--- src/rtl/dac_ctrl_pkg.sv ---
package dac_ctrl_pkg;
    localparam int CMD_W  = 8;
    localparam int ADDR_W = 3;

    typedef enum logic [3:0] {
        OP_NONE,
        OP_SOFT_CLEAR,
        OP_SOFT_LOAD,
        OP_SET_MODE,
        OP_POWER,
        OP_WRITE,
        OP_WRITE_UPD,
        OP_WRITE_ALL,
        OP_READ_PRE,
        OP_READ_CFG,
        OP_READ_OUT
    } dac_op_t;

    typedef enum logic [0:0] {
        ST_IDLE,
        ST_EXEC
    } seq_state_t;

    function automatic logic op_is_read(dac_op_t op);
        return (op == OP_READ_PRE) || (op == OP_READ_CFG) || (op == OP_READ_OUT);
    endfunction
endpackage

--- src/rtl/dac_level_sync.sv ---
module dac_level_sync #(
    parameter int   WIDTH   = 2,
    parameter int   STAGES  = 2,
    parameter logic RST_VAL = 1'b1
) (
    input  logic             clk,
    input  logic             rst_n,
    input  logic [WIDTH-1:0] d,
    output logic [WIDTH-1:0] q
);
    logic [WIDTH-1:0] chain [STAGES];

    always_ff @(posedge clk) begin
        if (!rst_n) begin
            for (int i = 0; i < STAGES; i++) chain[i] <= {WIDTH{RST_VAL}};
        end else begin
            chain[0] <= d;
            for (int i = 1; i < STAGES; i++) chain[i] <= chain[i-1];
        end
    end

    assign q = chain[STAGES-1];
endmodule

--- src/rtl/dac_cmd_decode.sv ---
module dac_cmd_decode
    import dac_ctrl_pkg::*;
#(
    parameter int CODE_W  = 16,
    parameter int CHAN_ID = 0
) (
    input  logic [CMD_W-1:0]  cmd,
    input  logic [CODE_W-1:0] data,
    output dac_op_t           op
);
    logic addr_hit;
    logic chan_sel;

    assign addr_hit = (cmd[ADDR_W-1:0] == ADDR_W'(CHAN_ID));
    assign chan_sel = data[CHAN_ID];

    always_comb begin
        op = OP_NONE;
        unique casez (cmd)
            8'b0000_0000: op = OP_NONE;
            8'b0000_0001: op = OP_SOFT_CLEAR;
            8'b0001_1000: op = chan_sel ? OP_SOFT_LOAD : OP_NONE;
            8'b0010_1000: op = OP_SET_MODE;
            8'b0011_0000: op = OP_POWER;
            8'b0010_0000: op = OP_WRITE_ALL;
            8'b0000_1???: op = addr_hit ? OP_WRITE     : OP_NONE;
            8'b0001_0???: op = addr_hit ? OP_WRITE_UPD : OP_NONE;
            8'b1000_1???: op = addr_hit ? OP_READ_PRE  : OP_NONE;
            8'b1001_0???: op = addr_hit ? OP_READ_CFG  : OP_NONE;
            8'b1001_1???: op = addr_hit ? OP_READ_OUT  : OP_NONE;
            default:      op = OP_NONE;
        endcase
    end
endmodule

--- src/rtl/dac_reg_bank.sv ---
module dac_reg_bank
    import dac_ctrl_pkg::*;
#(
    parameter int CODE_W  = 16,
    parameter int CHAN_ID = 0
) (
    input  logic              clk,
    input  logic              rst_n,
    input  logic              exec_en,
    input  dac_op_t           op,
    input  logic [CODE_W-1:0] data,
    input  logic              clr_lvl,
    input  logic              ld_lvl,
    input  logic              mid_sel,
    output logic [CODE_W-1:0] out_q,
    output logic              pd_hiz,
    output logic              pd_pull,
    output logic              rd_valid,
    output logic [CODE_W-1:0] rd_data
);
    localparam logic [CODE_W-1:0] MID_CODE  = {1'b1, {(CODE_W-1){1'b0}}};
    localparam int                HIZ_BIT   = CODE_W / 2 + CHAN_ID;
    localparam int                PULL_BIT  = CHAN_ID;

    logic [CODE_W-1:0] pre_q;
    logic              blk_q;
    logic [CODE_W-1:0] def_code;
    logic [CODE_W-1:0] cfg_word;
    logic              soft_clr, soft_ld, pre_wr, out_wr, any_clr, any_ld;

    assign def_code = mid_sel ? MID_CODE : '0;
    assign cfg_word = {{(CODE_W-3){1'b0}}, blk_q, pd_pull, pd_hiz};

    assign soft_clr = exec_en && (op == OP_SOFT_CLEAR);
    assign soft_ld  = exec_en && (op == OP_SOFT_LOAD);
    assign pre_wr   = exec_en && ((op == OP_WRITE) || (op == OP_WRITE_UPD) || (op == OP_WRITE_ALL));
    assign out_wr   = exec_en && ((op == OP_WRITE_UPD) || (op == OP_WRITE_ALL) ||
                                  ((op == OP_WRITE) && !blk_q));
    assign any_clr  = clr_lvl || soft_clr;
    assign any_ld   = ld_lvl || soft_ld;

    // data registers: clear > load > frame
    always_ff @(posedge clk) begin
        if (!rst_n) begin
            pre_q <= def_code;
            out_q <= def_code;
        end else begin
            if (any_clr)     pre_q <= def_code;
            else if (pre_wr) pre_q <= data;

            if (any_clr)     out_q <= def_code;
            else if (any_ld) out_q <= pre_q;
            else if (out_wr) out_q <= data;
        end
    end

    // configuration state
    always_ff @(posedge clk) begin
        if (!rst_n) begin
            blk_q   <= 1'b1;
            pd_hiz  <= 1'b0;
            pd_pull <= 1'b0;
        end else if (exec_en) begin
            if (op == OP_SET_MODE) blk_q <= !data[CHAN_ID];
            if (op == OP_POWER) begin
                pd_pull <= data[PULL_BIT];
                pd_hiz  <= data[HIZ_BIT] && !data[PULL_BIT];
            end
        end
    end

    // read reply
    always_ff @(posedge clk) begin
        if (!rst_n) begin
            rd_valid <= 1'b0;
            rd_data  <= '0;
        end else begin
            rd_valid <= exec_en && op_is_read(op);
            if (exec_en) begin
                unique case (op)
                    OP_READ_PRE: rd_data <= pre_q;
                    OP_READ_CFG: rd_data <= cfg_word;
                    OP_READ_OUT: rd_data <= out_q;
                    default:     rd_data <= rd_data;
                endcase
            end
        end
    end

    assert_clear_default_R8: assert property (@(posedge clk) disable iff (!rst_n)
        clr_lvl |=> (out_q == $past(def_code)));

    assert_load_copy_R7: assert property (@(posedge clk) disable iff (!rst_n)
        (ld_lvl && !any_clr) |=> (out_q == $past(pre_q)));

    assert_block_hold_R3: assert property (@(posedge clk) disable iff (!rst_n)
        (exec_en && op == OP_WRITE && blk_q && !any_clr && !ld_lvl) |=> $stable(out_q));

    assert_pull_wins_R9: assert property (@(posedge clk) disable iff (!rst_n)
        (exec_en && op == OP_POWER && data[PULL_BIT]) |=> (pd_pull && !pd_hiz));

    assert_read_quiet_R10: assert property (@(posedge clk) disable iff (!rst_n)
        (exec_en && op_is_read(op) && !clr_lvl && !ld_lvl) |=> ($stable(pre_q) && $stable(out_q)));
endmodule

--- src/rtl/dac_cmd_ctrl.sv ---
module dac_cmd_ctrl
    import dac_ctrl_pkg::*;
#(
    parameter int CODE_W      = 16,
    parameter int CHAN_ID     = 0,
    parameter int SYNC_STAGES = 2
) (
    input  logic                    clk,
    input  logic                    rst_n,
    input  logic                    frame_valid,
    input  logic [CMD_W+CODE_W-1:0] frame_word,
    input  logic                    load_n,
    input  logic                    clear_n,
    input  logic                    mid_sel,
    output logic [CODE_W-1:0]       out_code,
    output logic                    out_hiz,
    output logic                    out_pulldown,
    output logic                    rd_valid,
    output logic [CODE_W-1:0]       rd_data
);
    localparam int FRAME_W = CMD_W + CODE_W;

    seq_state_t        state, state_nx;
    logic [CMD_W-1:0]  cmd_q;
    logic [CODE_W-1:0] data_q;
    logic              exec_en;
    dac_op_t           op;
    logic [1:0]        pins_s;
    logic              clr_lvl, ld_lvl;

    // state register
    always_ff @(posedge clk) begin
        if (!rst_n) state <= ST_IDLE;
        else        state <= state_nx;
    end

    always_comb begin
        state_nx = state;
        unique case (state)
            ST_IDLE: state_nx = frame_valid ? ST_EXEC : ST_IDLE;
            ST_EXEC: state_nx = frame_valid ? ST_EXEC : ST_IDLE;
            default: state_nx = ST_IDLE;
        endcase
    end

    // outputs of the sequencer
    always_comb begin
        exec_en = 1'b0;
        unique case (state)
            ST_IDLE: exec_en = 1'b0;
            ST_EXEC: exec_en = 1'b1;
            default: exec_en = 1'b0;
        endcase
    end

    always_ff @(posedge clk) begin
        if (!rst_n) begin
            cmd_q  <= '0;
            data_q <= '0;
        end else if (frame_valid) begin
            cmd_q  <= frame_word[FRAME_W-1:CODE_W];
            data_q <= frame_word[CODE_W-1:0];
        end
    end

    dac_level_sync #(.WIDTH(2), .STAGES(SYNC_STAGES), .RST_VAL(1'b1)) i_sync (
        .clk   (clk),
        .rst_n (rst_n),
        .d     ({clear_n, load_n}),
        .q     (pins_s)
    );
    assign clr_lvl = !pins_s[1];
    assign ld_lvl  = !pins_s[0];

    dac_cmd_decode #(.CODE_W(CODE_W), .CHAN_ID(CHAN_ID)) i_dec (
        .cmd  (cmd_q),
        .data (data_q),
        .op   (op)
    );

    dac_reg_bank #(.CODE_W(CODE_W), .CHAN_ID(CHAN_ID)) i_regs (
        .clk      (clk),
        .rst_n    (rst_n),
        .exec_en  (exec_en),
        .op       (op),
        .data     (data_q),
        .clr_lvl  (clr_lvl),
        .ld_lvl   (ld_lvl),
        .mid_sel  (mid_sel),
        .out_q    (out_code),
        .pd_hiz   (out_hiz),
        .pd_pull  (out_pulldown),
        .rd_valid (rd_valid),
        .rd_data  (rd_data)
    );

    assert_frame_exec_R2: assert property (@(posedge clk) disable iff (!rst_n)
        frame_valid |=> (state == ST_EXEC));

    assert_read_timing_R10: assert property (@(posedge clk) disable iff (!rst_n)
        rd_valid |-> $past(frame_valid, 2));
endmodule

--- config.mk ---
export PLATFORM = sky130hd
export DESIGN_NAME = dac_cmd_ctrl
export DESIGN_NICKNAME = d
export VERILOG_FILES = /design/src/rtl/dac_ctrl_pkg.sv /design/src/rtl/dac_level_sync.sv /design/src/rtl/dac_cmd_decode.sv /design/src/rtl/dac_reg_bank.sv /design/src/rtl/dac_cmd_ctrl.sv
export SDC_FILE = /design/constraint.sdc
export NUM_CORES = 1
export LEC_CHECK = 0
export BUFFER_PORTS_ARGS = -buffer_cell sky130_fd_sc_hd__buf_2
export CORE_UTILIZATION = 50
export CTS_BUF_LIST = sky130_fd_sc_hd__clkbuf_16
export CTS_CLUSTER_SIZE = 14
export DETAILED_ROUTE_END_ITERATION = 16
export PLACE_DENSITY = 0.71
export SLEW_MARGIN = 0
export SYNTH_ARGS = -nofsm -noshare
export SYNTH_HDL_FRONTEND = slang
export SYNTH_SLANG_ARGS = --single-unit
--- constraint.sdc ---
create_clock -name clk -period 2.55 [get_ports clk]
set_input_delay 0.765 -clock clk [delete_from_list [all_inputs] [get_ports clk]]
set_output_delay 0.765 -clock clk [all_outputs]
set_load 0.02 [all_outputs]
==> results.sh <==
export IMPL_status="finished clean"
export IMPL_area_delta_synth_final_pct=20.65
export IMPL_synth_ff_type="dfxtp_1"
export IMPL_synthArstFlopShare_pct=0
export IMPL_worstPathMaxFanout=16
export IMPL_yosysTopAreaCellShare_pct=27.25
export IMPL_fmax_ghz=0.4422
export IMPL_synthCells=322
export IMPL_fin_total_pwr_w=0.003078
export IMPL_fin_hold_ws_ns=0.4089
export IMPL_vias=2613
export IMPL_cts_sinks=81
export IMPL_maxCapViolations=0
export IMPL_hold_path_class="register to register"
export IMPL_synth_seq_area_share_pct=53.95
export IMPL_pwr_density_cell_mw_per_mm2=708.8
export IMPL_ctsResizeCount=0
export IMPL_synth_ff_latch_count=81
export IMPL_clk_latency_ns=0.33
export IMPL_grt_max_degree=52
export IMPL_cp_data_required_time_ns=2.62
export IMPL_min_period_over_period_pct=88.68
export IMPL_finalMaxSlewViolations=0
export IMPL_worstPathArrival_ns=2.34
export IMPL_cp_cell_sequence="nand2b_1 -> nor3b_1 -> nor2_1 -> o311a_2 -> mux2_2"
export IMPL_ant_nets=0
export IMPL_track_usage_pct=21.89
export IMPL_vdd_ir_drop_max_uv=372.0
export IMPL_cts_tree="built"
export IMPL_drt_wl_total_um=7735
export IMPL_cp_slowest_stage_delay_ns=0.58
export IMPL_antenna_found_initial=0
export IMPL_synth_edff_count=32
export IMPL_detailed_place_area_mm2=0.004034
export IMPL_gr_total_overflow=0
export IMPL_crit_slowest_cell="dfxtp_1"
export IMPL_wl_per_cell_um=15.88
export IMPL_synth_area_mm2=0.003600
export IMPL_io_buffers=64
export IMPL_top_layer="met4"
export IMPL_dr_pass1_iters=4
export IMPL_fin_worst_skew_ns=0.008079
export IMPL_syn_nets=352
export IMPL_yosysWarnings=0
export IMPL_worst_pin_slew_ns=0.4873
export IMPL_synth_cell_types=40
export IMPL_instances_no_fill=487
export IMPL_finalHoldViolations=0
export IMPL_nFillCells=581
export IMPL_rows=30
export IMPL_cts_buffer_depth=2
export IMPL_fin_crit_ns=2.261
export IMPL_ios=65
export IMPL_multiInputGateArea_mm2=0.001520
export IMPL_wl_met1_um=3711
export IMPL_core_region_area_mm2=0.006869
export IMPL_setup_viol=0
export IMPL_die_w_um=86.85
export IMPL_die_area_mm2=0.007543
export IMPL_synth_area_leaders="dfxtp_1 27%, edfxtp_1 27%, mux2i_1 11%"
export IMPL_dp_hpwl_um=5437
export IMPL_drc=0
export IMPL_dp_cells=471
export IMPL_cts_htree_levels=3
export IMPL_grt_pass1_vias=2428
export IMPL_synth_area_per_cell_um2=11.18
export IMPL_initial_core_util_pct=52.40
export IMPL_post_cts_buffers=0
export IMPL_cts_hold_buf=0
export IMPL_yosysTopAreaCell="dfxtp_1"
export IMPL_seq_area_mm2=0.001942
export IMPL_critPathCaptureType="register"
export IMPL_slew_headroom_pct=67.45
export IMPL_cts_made_buffers=9
export IMPL_reg2reg_slack_ns=0.29
export IMPL_die_h_um=86.85
export IMPL_final_area_mm2=0.004343
export IMPL_finalWeightedCongestion=0.8384
export IMPL_grt_pass1_wl_um=12410
export IMPL_rsz0062_at_grt="no"
export IMPL_tns_ns=0
export IMPL_start_kind="register"
export IMPL_drt_initial_drc_count=173
export IMPL_finalNetCount=416
export IMPL_via_per_inst=5.366
export IMPL_drive_gt1_share_pct=30.18
export IMPL_wl_met3_um=396
export IMPL_p_leak_nw=1.848
export IMPL_clk_pin_slew_worst_paths_ns=0.06
export IMPL_routed_wl_met2_um=3529
export IMPL_antenna_cells=0
export IMPL_criticalPathCategory="register to register"
export IMPL_root_buffer="clkbuf_16"
## layer usage
layer / global-route usage [%] / vias up
li1: - / 1285
met3: 3.981 / 11
met5: 0 / -
met4: 8.333 / 0
met1: 30.70 / 1233
met2: 33.86 / 84
## per-stage QoR
stage               utilization (%)  worst slack, ns
finish                        63.22           0.2886
detailed placement            58.73           0.2903
floorplan                         -           0.1772
global route                  63.22           0.1159
CTS                           63.22           0.2979
global placement              58.73           0.3692
## power breakdown
group / internal, W / switching (W)
registers: 0.00143 / 0.0000655
clock network: 0.000778 / 0.000497
logic: 0.000130 / 0.000179
total: 0.00234 / 0.000741
## cells in the final DEF (no fill, tap or decap), types with 4 or more instances in the layout
| cell type | instances |
|---|---|
| nor2b_1 | 26 |
| buf_2 | 64 |
| and2_1 | 16 |
| inv_1 | 4 |
| mux2i_1 | 40 |
| o21ai_0 | 24 |
| edfxtp_1 | 32 |
| nand4_1 | 5 |
| dfxtp_1 | 49 |
| nand2_1 | 12 |
| nor2_1 | 32 |
| buf_4 | 16 |
| nand2b_1 | 6 |
| clkbuf_16 | 11 |
| a221oi_2 | 10 |
## synth_stat cells (all sizes together), types with 2 or more instances
cell    instances
mux2i          40
o21ai          24
mux2            3
clkbuf         17
inv             3
nor4            2
edfxtp         32
nor2b          26
nand2b          6
nand4           5
dfxtp          49
nor3            4
a31oi           3
o211ai          2
nand2          12
a221oi         13
nor2           32
nor3b           3
and2           16
or2             2
nand3           3
buf            10
a211o           2
## worst paths after layout
check,cells after the start,from,to
setup reg to reg,5,cmd_q[0],i_regs.out_q[15]
setup / recovery,5,cmd_q[0],i_regs.out_q[15]
hold reg to reg,1,i_sync.chain[0][1],i_sync.chain[0][3]
hold / removal,1,i_sync.chain[0][1],i_sync.chain[0][3]
## sequential cells by signal, summed over array words and instances, names as in the netlist
signal           flops
data_q              16
i_regs.rd_valid      1
i_regs.pd_hiz        1
i_regs.blk_q         1
state                1
i_regs.pd_pull       1
i_regs.out_q        16
i_regs.rd_data      16
cmd_q                8
i_sync.chain         4
i_regs.pre_q        16
## cell type report
cell class / count / share of cell area [%]
well taps: 96 / 2.766
multi-input cells: 211 / 35.00
clock buffers: 11 / 6.338
flip-flops and latches: 81 / 44.71
repair buffers: 80 / 10.14
clock inverters: 5 / 0.7779
inverters: 3 / 0.2593
## cells by family (layout without fill, tap and decap cells)
kind of cell | Yosys count | after routing | synth area share, %
buf+inv | 30 | 99 | 4.136
simple gates | 115 | 115 | 17.45
flops | 81 | 81 | 53.95
compound gates | 53 | 53 | 12.41
mux | 43 | 43 | 12.06
## critical path, delay by kind of cell (launching register included)
family	cells	cell delay, ns
multiplexers	1	0.37
AO/OA/AOI/OAI	1	0.40
AND/OR/NAND/NOR	3	0.65
flip-flops	1	0.58
Power figures use the tool's default switching activity.
